**src/rtl/ptmr_pkg.sv**
```systemverilog
package ptmr_pkg;
  typedef enum logic [1:0] {
    REG_CTRL  = 2'd0,
    REG_LOAD  = 2'd1,
    REG_VALUE = 2'd2,
    REG_SPARE = 2'd3
  } reg_addr_e;

  localparam int unsigned DATA_W   = 32;
  localparam int unsigned CNT_W    = 16;
  localparam int unsigned SEL_W    = 4;
  localparam int unsigned EN_BIT   = 15;
  localparam int unsigned SEL_LSB  = 2;
  localparam int unsigned MAX_CODE = 12;
endpackage

```
**src/rtl/ptmr_regs.sv**
```systemverilog
module ptmr_regs
  import ptmr_pkg::*;
#(
  parameter int unsigned DW = DATA_W,
  parameter int unsigned CW = CNT_W,
  parameter int unsigned SW = SEL_W
) (
  input  logic          clk_i,
  input  logic          rst_ni,
  input  logic          wr_en_i,
  input  logic [1:0]    waddr_i,
  input  logic [DW-1:0] wdata_i,
  input  logic [1:0]    raddr_i,
  input  logic [CW-1:0] count_i,
  output logic [DW-1:0] rdata_o,
  output logic          en_o,
  output logic [SW-1:0] sel_o,
  output logic [CW-1:0] load_o,
  output logic          restart_o
);
  localparam int unsigned SEL_MSB = SEL_LSB + SW - 1;

  logic wr_ctrl, wr_load;
  logic unused_wdata;

  assign wr_ctrl   = wr_en_i && (reg_addr_e'(waddr_i) == REG_CTRL);
  assign wr_load   = wr_en_i && (reg_addr_e'(waddr_i) == REG_LOAD);
  assign restart_o = wr_ctrl;
  assign unused_wdata = ^wdata_i;

  always_ff @(posedge clk_i or negedge rst_ni) begin
    if (!rst_ni) begin
      en_o   <= 1'b0;
      sel_o  <= '0;
      load_o <= '0;
    end else begin
      if (wr_ctrl) begin
        en_o  <= wdata_i[EN_BIT];
        sel_o <= wdata_i[SEL_MSB:SEL_LSB];
      end
      if (wr_load) load_o <= wdata_i[CW-1:0];
    end
  end

  always_comb begin
    rdata_o = '0;
    unique case (reg_addr_e'(raddr_i))
      REG_CTRL: begin
        rdata_o[EN_BIT]          = en_o;
        rdata_o[SEL_MSB:SEL_LSB] = sel_o;
      end
      REG_LOAD:  rdata_o[CW-1:0] = load_o;
      REG_VALUE: rdata_o[CW-1:0] = count_i;
      default:   rdata_o = '0;
    endcase
  end
endmodule

```
**src/rtl/ptmr_prescale.sv**
```systemverilog
module ptmr_prescale
  import ptmr_pkg::*;
#(
  parameter int unsigned SW   = SEL_W,
  parameter int unsigned MAXC = MAX_CODE
) (
  input  logic          clk_i,
  input  logic          rst_ni,
  input  logic          restart_i,
  input  logic          en_i,
  input  logic [SW-1:0] sel_i,
  output logic          tick_o
);
  localparam int unsigned PH_W = MAXC + 1;

  logic [PH_W-1:0] phase_q, limit;
  logic            active;

  // ratio-1 = 2^(sel+1)-1 : ones in bits 0..sel
  always_comb begin
    for (int j = 0; j < PH_W; j++) limit[j] = (j <= int'(sel_i));
  end

  assign active = en_i && (int'(sel_i) <= int'(MAXC));
  assign tick_o = active && !restart_i && (phase_q == limit);

  always_ff @(posedge clk_i or negedge rst_ni) begin
    if (!rst_ni)                   phase_q <= '0;
    else if (restart_i || !active) phase_q <= '0;
    else if (phase_q == limit)     phase_q <= '0;
    else                           phase_q <= phase_q + 1'b1;
  end
endmodule

```
**src/rtl/ptmr_count.sv**
```systemverilog
module ptmr_count
  import ptmr_pkg::*;
#(
  parameter int unsigned CW = CNT_W
) (
  input  logic          clk_i,
  input  logic          rst_ni,
  input  logic          restart_i,
  input  logic          tick_i,
  input  logic [CW-1:0] load_i,
  output logic [CW-1:0] count_o,
  output logic          expire_o
);
  logic at_end;
  assign at_end = (count_o <= CW'(1));

  always_ff @(posedge clk_i or negedge rst_ni) begin
    if (!rst_ni) begin
      count_o  <= '0;
      expire_o <= 1'b0;
    end else if (restart_i) begin
      count_o  <= load_i;
      expire_o <= 1'b0;
    end else if (tick_i) begin
      count_o  <= at_end ? load_i : count_o - 1'b1;
      expire_o <= at_end;
    end else begin
      expire_o <= 1'b0;
    end
  end
endmodule

```
**src/rtl/ptmr_top.sv**
```systemverilog
module ptmr_top
  import ptmr_pkg::*;
#(
  parameter int unsigned DW   = DATA_W,
  parameter int unsigned CW   = CNT_W,
  parameter int unsigned SW   = SEL_W,
  parameter int unsigned MAXC = MAX_CODE
) (
  input  logic          clk_i,
  input  logic          rst_ni,
  input  logic          wr_en_i,
  input  logic [1:0]    waddr_i,
  input  logic [DW-1:0] wdata_i,
  input  logic [1:0]    raddr_i,
  output logic [DW-1:0] rdata_o,
  output logic          expire_o
);
  logic          en_q, restart, tick;
  logic [SW-1:0] sel_q;
  logic [CW-1:0] load_q, count_q;

  ptmr_regs #(.DW(DW), .CW(CW), .SW(SW)) i_regs (
    .clk_i, .rst_ni, .wr_en_i, .waddr_i, .wdata_i, .raddr_i,
    .count_i(count_q), .rdata_o, .en_o(en_q), .sel_o(sel_q),
    .load_o(load_q), .restart_o(restart)
  );

  ptmr_prescale #(.SW(SW), .MAXC(MAXC)) i_pre (
    .clk_i, .rst_ni, .restart_i(restart), .en_i(en_q), .sel_i(sel_q),
    .tick_o(tick)
  );

  ptmr_count #(.CW(CW)) i_cnt (
    .clk_i, .rst_ni, .restart_i(restart), .tick_i(tick), .load_i(load_q),
    .count_o(count_q), .expire_o
  );
endmodule

```
**config.mk**
```make
export PLATFORM = sky130hd
export DESIGN_NAME = ptmr_top
export DESIGN_NICKNAME = d
export VERILOG_FILES = /design/src/rtl/ptmr_pkg.sv /design/src/rtl/ptmr_regs.sv /design/src/rtl/ptmr_prescale.sv /design/src/rtl/ptmr_count.sv /design/src/rtl/ptmr_top.sv
export SDC_FILE = /design/constraint.sdc
export NUM_CORES = 1
export LEC_CHECK = 0
export CAP_MARGIN = 20
export CORE_ASPECT_RATIO = 0.75
export CORE_MARGIN = 2
export CORE_UTILIZATION = 65
export CTS_BUF_LIST = sky130_fd_sc_hd__clkbuf_8
export CTS_CLUSTER_DIAMETER = 200
export DETAILED_ROUTE_END_ITERATION = 10
export DONT_BUFFER_PORTS = 1
export PLACE_DENSITY = 0.81
export SETUP_SLACK_MARGIN = 0.05
export SKIP_LAST_GASP = 1
export SLEW_MARGIN = 5
export SYNTH_ARGS = -nofsm -noshare
export SYNTH_HDL_FRONTEND = slang
export SYNTH_SLANG_ARGS = --single-unit
```
**constraint.sdc**
```tcl
create_clock -name clk_i -period 6.18 [get_ports clk_i]
set_input_delay 0.618 -clock clk_i [delete_from_list [all_inputs] [get_ports clk_i]]
set_output_delay 0.618 -clock clk_i [all_outputs]
set_load 0.005 [all_outputs]
```
# After elaboration in Yosys (flattened, before gate mapping)
# Index checks and enable logic that the tools add are counted.
# totals
ramBits	0
ff_bits	51
latchBits	0
inputBits	39
out_inout_bits	33
mem_bits_ro	0
word_cells	48
n_memories	0
# op_classes
bitwise_logic	0
magnitude_cmp	14
eq_ne	4
add_sub_neg	2
shifts	0
n_reduce_logical	11
n_mul	0
mux	11
n_div	0
# op_table
cell	count
$mux W16	3
$mux W13	2
$le A4 B4 Y1 const A	5
$pmux W9 S2	1
$le A16 B1 Y1 const B	1
$le A3 B4 Y1 const A	4
$sub A16 B1 Y16 const B	1
$add A13 B1 Y13 const B	1
$eq A13 B13 Y1	1
$pmux W4 S3	1
$le A2 B4 Y1 const A	2
$logic_and A1 B1 Y1	5
$eq A2 B1 Y1 const B	2
$le A1 B4 Y1 const A	1
$le A4 B4 Y1 const B	1
$logic_not A2 Y1	2
$pmux W2 S2	1
$pmux W1 S3	1
$eq A2 B2 Y1 const B	1
$logic_not A1 Y1	2
$mux W1	2
$reduce_bool A2 Y1	1
$logic_or A1 B1 Y1	1

# Depth between registers and ports, before layout
# depth
word_depth	7
depth_mapped	11
ltp_nobuf	9

# Modules after synthesis
# From an unflattened synthesis, not the netlist that was laid out.
# hier_totals
hier_cells	369
area_unflattened_um2	3503.4
# modules_own_cells
mod	area_each_um2	seq_area_each_um2	cells_per_inst	n_inst
ptmr_regs	1272.5	525.5	105	1
ptmr_count	1183.6	425.4	131	1
ptmr_prescale	1047.3	325.3	133	1

# Worst setup path after synthesis
# Ideal clock, no wire load.
# synth_path
path_kind	register -> register
startpoint	register i_regs.sel_o[3]
endpoint	register i_cnt.count_o[11]
synth_period_minus_slack_ns	2.546
setup_time_ns	0.126
setup_slack_ns	3.634
required_time_ns	6.054
n_path_buf	2
stages_incl_launch_ff	9
t_arrival_ns	2.420
cell_sequence	dfrtp_1 -> buf_6 -> or4_4 -> o311a_1 -> or3_1 -> or2_1 -> buf_6 -> or3_1 -> o311a_1
# synth_via
elab_chain_len	5
word_cells_on_any_way	18
cone_classes	13 x order compare; 1 x eq/ne; 4 x reduce/logical
# synth_lines
item	line_no	text
from (decl)	ptmr_regs.sv:17	output logic [SW-1:0] sel_o,
from (signal assigned)	ptmr_regs.sv:39	sel_o <= wdata_i[SEL_MSB:SEL_LSB];
branches (longest 3 deep; another with $le A1 B4 Y1)	--	
$logic_and A1 B1 Y1 *	ptmr_prescale.sv:25	assign tick_o = active && !restart_i && (phase_q == limit);
$reduce_bool A2 Y1 (no line) *	--	
to (signal assigned)	ptmr_count.sv:22	count_o <= load_i;
to (signal assigned)	ptmr_count.sv:25	count_o <= at_end ? load_i : count_o - 1'b1;
to (decl)	ptmr_count.sv:11	output logic [CW-1:0] count_o,
# Every way passes the cells marked *.
# A chain may end at the register's enable or synchronous reset.

# Worst setup path in the final report
# layout_path
startpoint	register i_regs.sel_o[2]
endpoint	register i_cnt.count_o[2]
# The elaborated chain is that of the path after synthesis.

==> flow_metrics.tcl <==
set metrics [dict create \
    port_buffers 0 \
    die_w_um 86.4 \
    crit_path_start_kind "flip-flop" \
    final.setup_skew_ns 0.00715 \
    nets 395 \
    cts_hold_buffers 2 \
    grt_pass1_vias 2514 \
    setup_violations 0 \
    yosys_warnings 0 \
    synth-edff-count 0 \
    reg2reg_from "i_regs.sel_o[2]$_DFFE_PN0P_" \
    antenna_cells 0 \
    drc 0 \
    netlist_instances 363 \
    num_rows 22 \
    hp-class "in -> async" \
    vias 2783 \
    worst_pin_slew_ns 0.933 \
    clockBufferDepth 2 \
    path_depth 6 \
    grt-ovfl-total 0 \
    ys_ff_latch 51 \
    synth_cell_types 59 \
    slew_violations 0 \
    drive_gt1_share_pct 10.3 \
    whs_ns 0.136 \
    drt-total-wl_um 7930 \
    crit_slowest_cell "nor2_1" \
    worst-path-buf-inv 0 \
    p_leak_nw 1.39 \
    worstPathArrival_ns 3.39 \
    post_cts_buffers 0 \
    syn_to_final_growth_pct 1.55 \
    grt_max_degree 36 \
    cts_tree "yes" \
    cts_resized 0 \
    vias_per_cell 6.79 \
    path_cells "or4_4, o311a_1, or3_1, nor2_1, a21oi_1, a211o_1" \
    first_pass_iters 8 \
    gp_congestion 0.998 \
    dp_hpwl_um 5410 \
    crit_type "reg -> reg" \
    clkSinkCount 51 \
    report.power.total_mw 0.891 \
    async_flop_share_pct 100 \
    antenna_found_initial 0 \
    fmax_ghz 0.313 \
    syn_area_um2 3310 \
    cts_root_buf "clkbuf_8" \
    power_density_nw_per_um2 265 \
    min_period_ns 3.20 \
    drt_iter0_drc 285 \
    status "complete, no violations" \
    period_share_pct 51.8 \
    synth-main-ff-cell "dfrtp_1" \
    fin_util_pct 68.6 \
    critPathTopFamily "simple AND/OR/NAND/NOR gates" \
    start_util_pct 67.5 \
    clk_latency_ns 0.30 \
    slew_headroom_pct 37.6 \
    worstPathRequired_ns 6.37 \
    fin_tns_setup_ns 0 \
    ys_seq_area_share_pct 38.6 \
    avgRoutedWirePerCell_um 19.3 \
    rsz0062_at_grt "no" \
    cp-end-kind "flip-flop" \
    ant_nets 0 \
    hold_viol 0 \
    r2r-end "i_cnt.count_o[2]$_DFFE_PN0P_" \
    ir_drop_v 0.000161 \
    crit_fanout 17 \
    htree_num_levels 2 \
    cts.clk_slew.worst_paths_ns 0.09 \
    dieArea_um2 5680 \
    cts_made_buffers 5 \
    syn_area_per_cell_um2 9.12 \
    ff2ff_setup_slack_ns 2.98 \
    max_stage_delay_ns 0.70 \
    coreArea_um2 4900 \
    grt_pass1_wl_um 12500 \
    rr_worst_depth 6 \
    die_h_um 65.8 \
    grtUsageTotal_pct 28.4 \
    maxCapViolCount 0 \
    ioPinCount 72 \
]
==> per-stage QoR <==
| step | area (um2) | worst slack [ns] | instances |
|---|---|---|---|
| floorplan | 3370 | 3.63 | 378 |
| global placement | 3200 | 3.15 | 399 |
| detailed placement | 3200 | 3.11 | 399 |
| CTS | 3350 | 3.06 | 409 |
| global route | 3360 | 2.90 | 410 |
| finish | 3360 | 2.98 | 410 |
==> routing by layer <==
| metal | global-route usage, % | vias to the layer above | wire, um |
|---|---|---|---|
| li1 | - | 1245 | - |
| met1 | 42.9 | 1336 | 3530 |
| met4 | 7.23 | 0 | 93 |
| met5 | 0 | - | 0 |
| met3 | 6.49 | 16 | 929 |
| met2 | 41.2 | 186 | 3370 |
==> cells in the final DEF (no fill, tap or decap), types with 7 or more instances in the layout <==
master / n
dfrtp_1: 51
nand2_1: 35
nor2_1: 35
nor2b_1: 16
mux2_2: 16
conb_1: 16
nand3_1: 13
a21oi_1: 12
a22oi_1: 11
inv_1: 10
nor3_1: 8
o21ai_0: 8
xor2_1: 8
ha_1: 7
==> sequential cells by signal, indices dropped and copies added, names as in the netlist <==
signal,count
i_regs.en_o,1
i_cnt.expire_o,1
i_cnt.count_o,16
i_regs.load_o,16
i_regs.sel_o,4
i_pre.phase_q,13
==> synthesized netlist by cell type (2+ instances only) <==
| library cell | count | area [um2] |
|---|---|---|
| nand3b_1 | 3 | 22.5 |
| a22oi_1 | 11 | 82.6 |
| or3_1 | 6 | 37.5 |
| nor4_1 | 3 | 18.8 |
| ha_1 | 7 | 87.6 |
| a222oi_1 | 5 | 50.1 |
| a221oi_1 | 2 | 17.5 |
| a311oi_1 | 2 | 17.5 |
| mux2_2 | 16 | 180 |
| nand4b_1 | 2 | 17.5 |
| buf_4 | 18 | 135 |
| a211oi_1 | 2 | 15.0 |
| nand2b_1 | 6 | 37.5 |
| and2_1 | 2 | 12.5 |
| a31oi_1 | 3 | 18.8 |
| and3_1 | 6 | 37.5 |
| buf_2 | 2 | 10.0 |
| dfrtp_1 | 51 | 1280 |
| o311a_1 | 5 | 50.1 |
| a211o_1 | 4 | 35.0 |
| o211ai_1 | 3 | 22.5 |
| a21oi_1 | 12 | 60.1 |
| buf_6 | 4 | 45.0 |
| xor2_1 | 8 | 70.1 |
| nor3b_1 | 2 | 15.0 |
| xnor2_1 | 6 | 52.6 |
| or3b_2 | 2 | 17.5 |
| clkbuf_1 | 16 | 60.1 |
| o31ai_1 | 2 | 15.0 |
| nand4_1 | 4 | 25.0 |
| nor2b_1 | 16 | 100 |
| nand2_1 | 35 | 131 |
| or4_1 | 2 | 15.0 |
| nor2_1 | 35 | 131 |
| nand3_1 | 13 | 65.1 |
| nor3_1 | 8 | 40.0 |
| o21ai_0 | 8 | 40.0 |
| inv_1 | 10 | 37.5 |
==> cells by family (layout without fill, tap and decap cells) <==
family                   after synthesis  after routing  share of synthesized area (%)
buffers and inverters                 50             22                           8.70
adder cells (fa/ha/maj)                7              7                           2.65
multiplexers                          17             17                           5.75
AND/OR/NAND/NOR                      153            153                           24.2
AO/OA/AOI/OAI                         70             70                           16.3
XOR/XNOR                              14             14                           3.71
flip-flops                            51             51                           38.6
other                                  1             16                          0.113
==> cell type report <==
type | count | area (um2)
clock buffers | 6 | 82.6
inverters | 10 | 37.5
repair buffers | 4 | 47.5
clock inverters | 2 | 35.0
fillers | 407 | 1540
well taps | 60 | 75.1
multi-input cells | 277 | 1810
flip-flops and latches | 51 | 1280
==> worst max-delay path by stage <==
| stage | slack (ns) | start | end |
|---|---|---|---|
| after floorplan | 3.63 | i_regs.sel_o[3]$_DFFE_PN0P_ | i_cnt.count_o[11]$_DFFE_PN0P_ |
| after global placement | 3.15 | i_regs.sel_o[2]$_DFFE_PN0P_ | i_cnt.count_o[14]$_DFFE_PN0P_ |
| after detailed placement | 3.11 | i_regs.sel_o[2]$_DFFE_PN0P_ | i_cnt.count_o[14]$_DFFE_PN0P_ |
| after CTS | 3.06 | i_regs.sel_o[2]$_DFFE_PN0P_ | i_cnt.count_o[2]$_DFFE_PN0P_ |
| after global routing | 2.90 | i_regs.sel_o[3]$_DFFE_PN0P_ | i_cnt.count_o[14]$_DFFE_PN0P_ |
| final | 2.98 | i_regs.sel_o[2]$_DFFE_PN0P_ | i_cnt.count_o[2]$_DFFE_PN0P_ |
==> report_power, final <==
group | leakage [nW] | internal [mW] | switching, mW
clock | 0.0612 | 0.131 | 0.111
sequential | 0.632 | 0.384 | 0.0741
combinational | 0.697 | 0.0898 | 0.101
No activity file was read; power rests on OpenSTA's default activity.
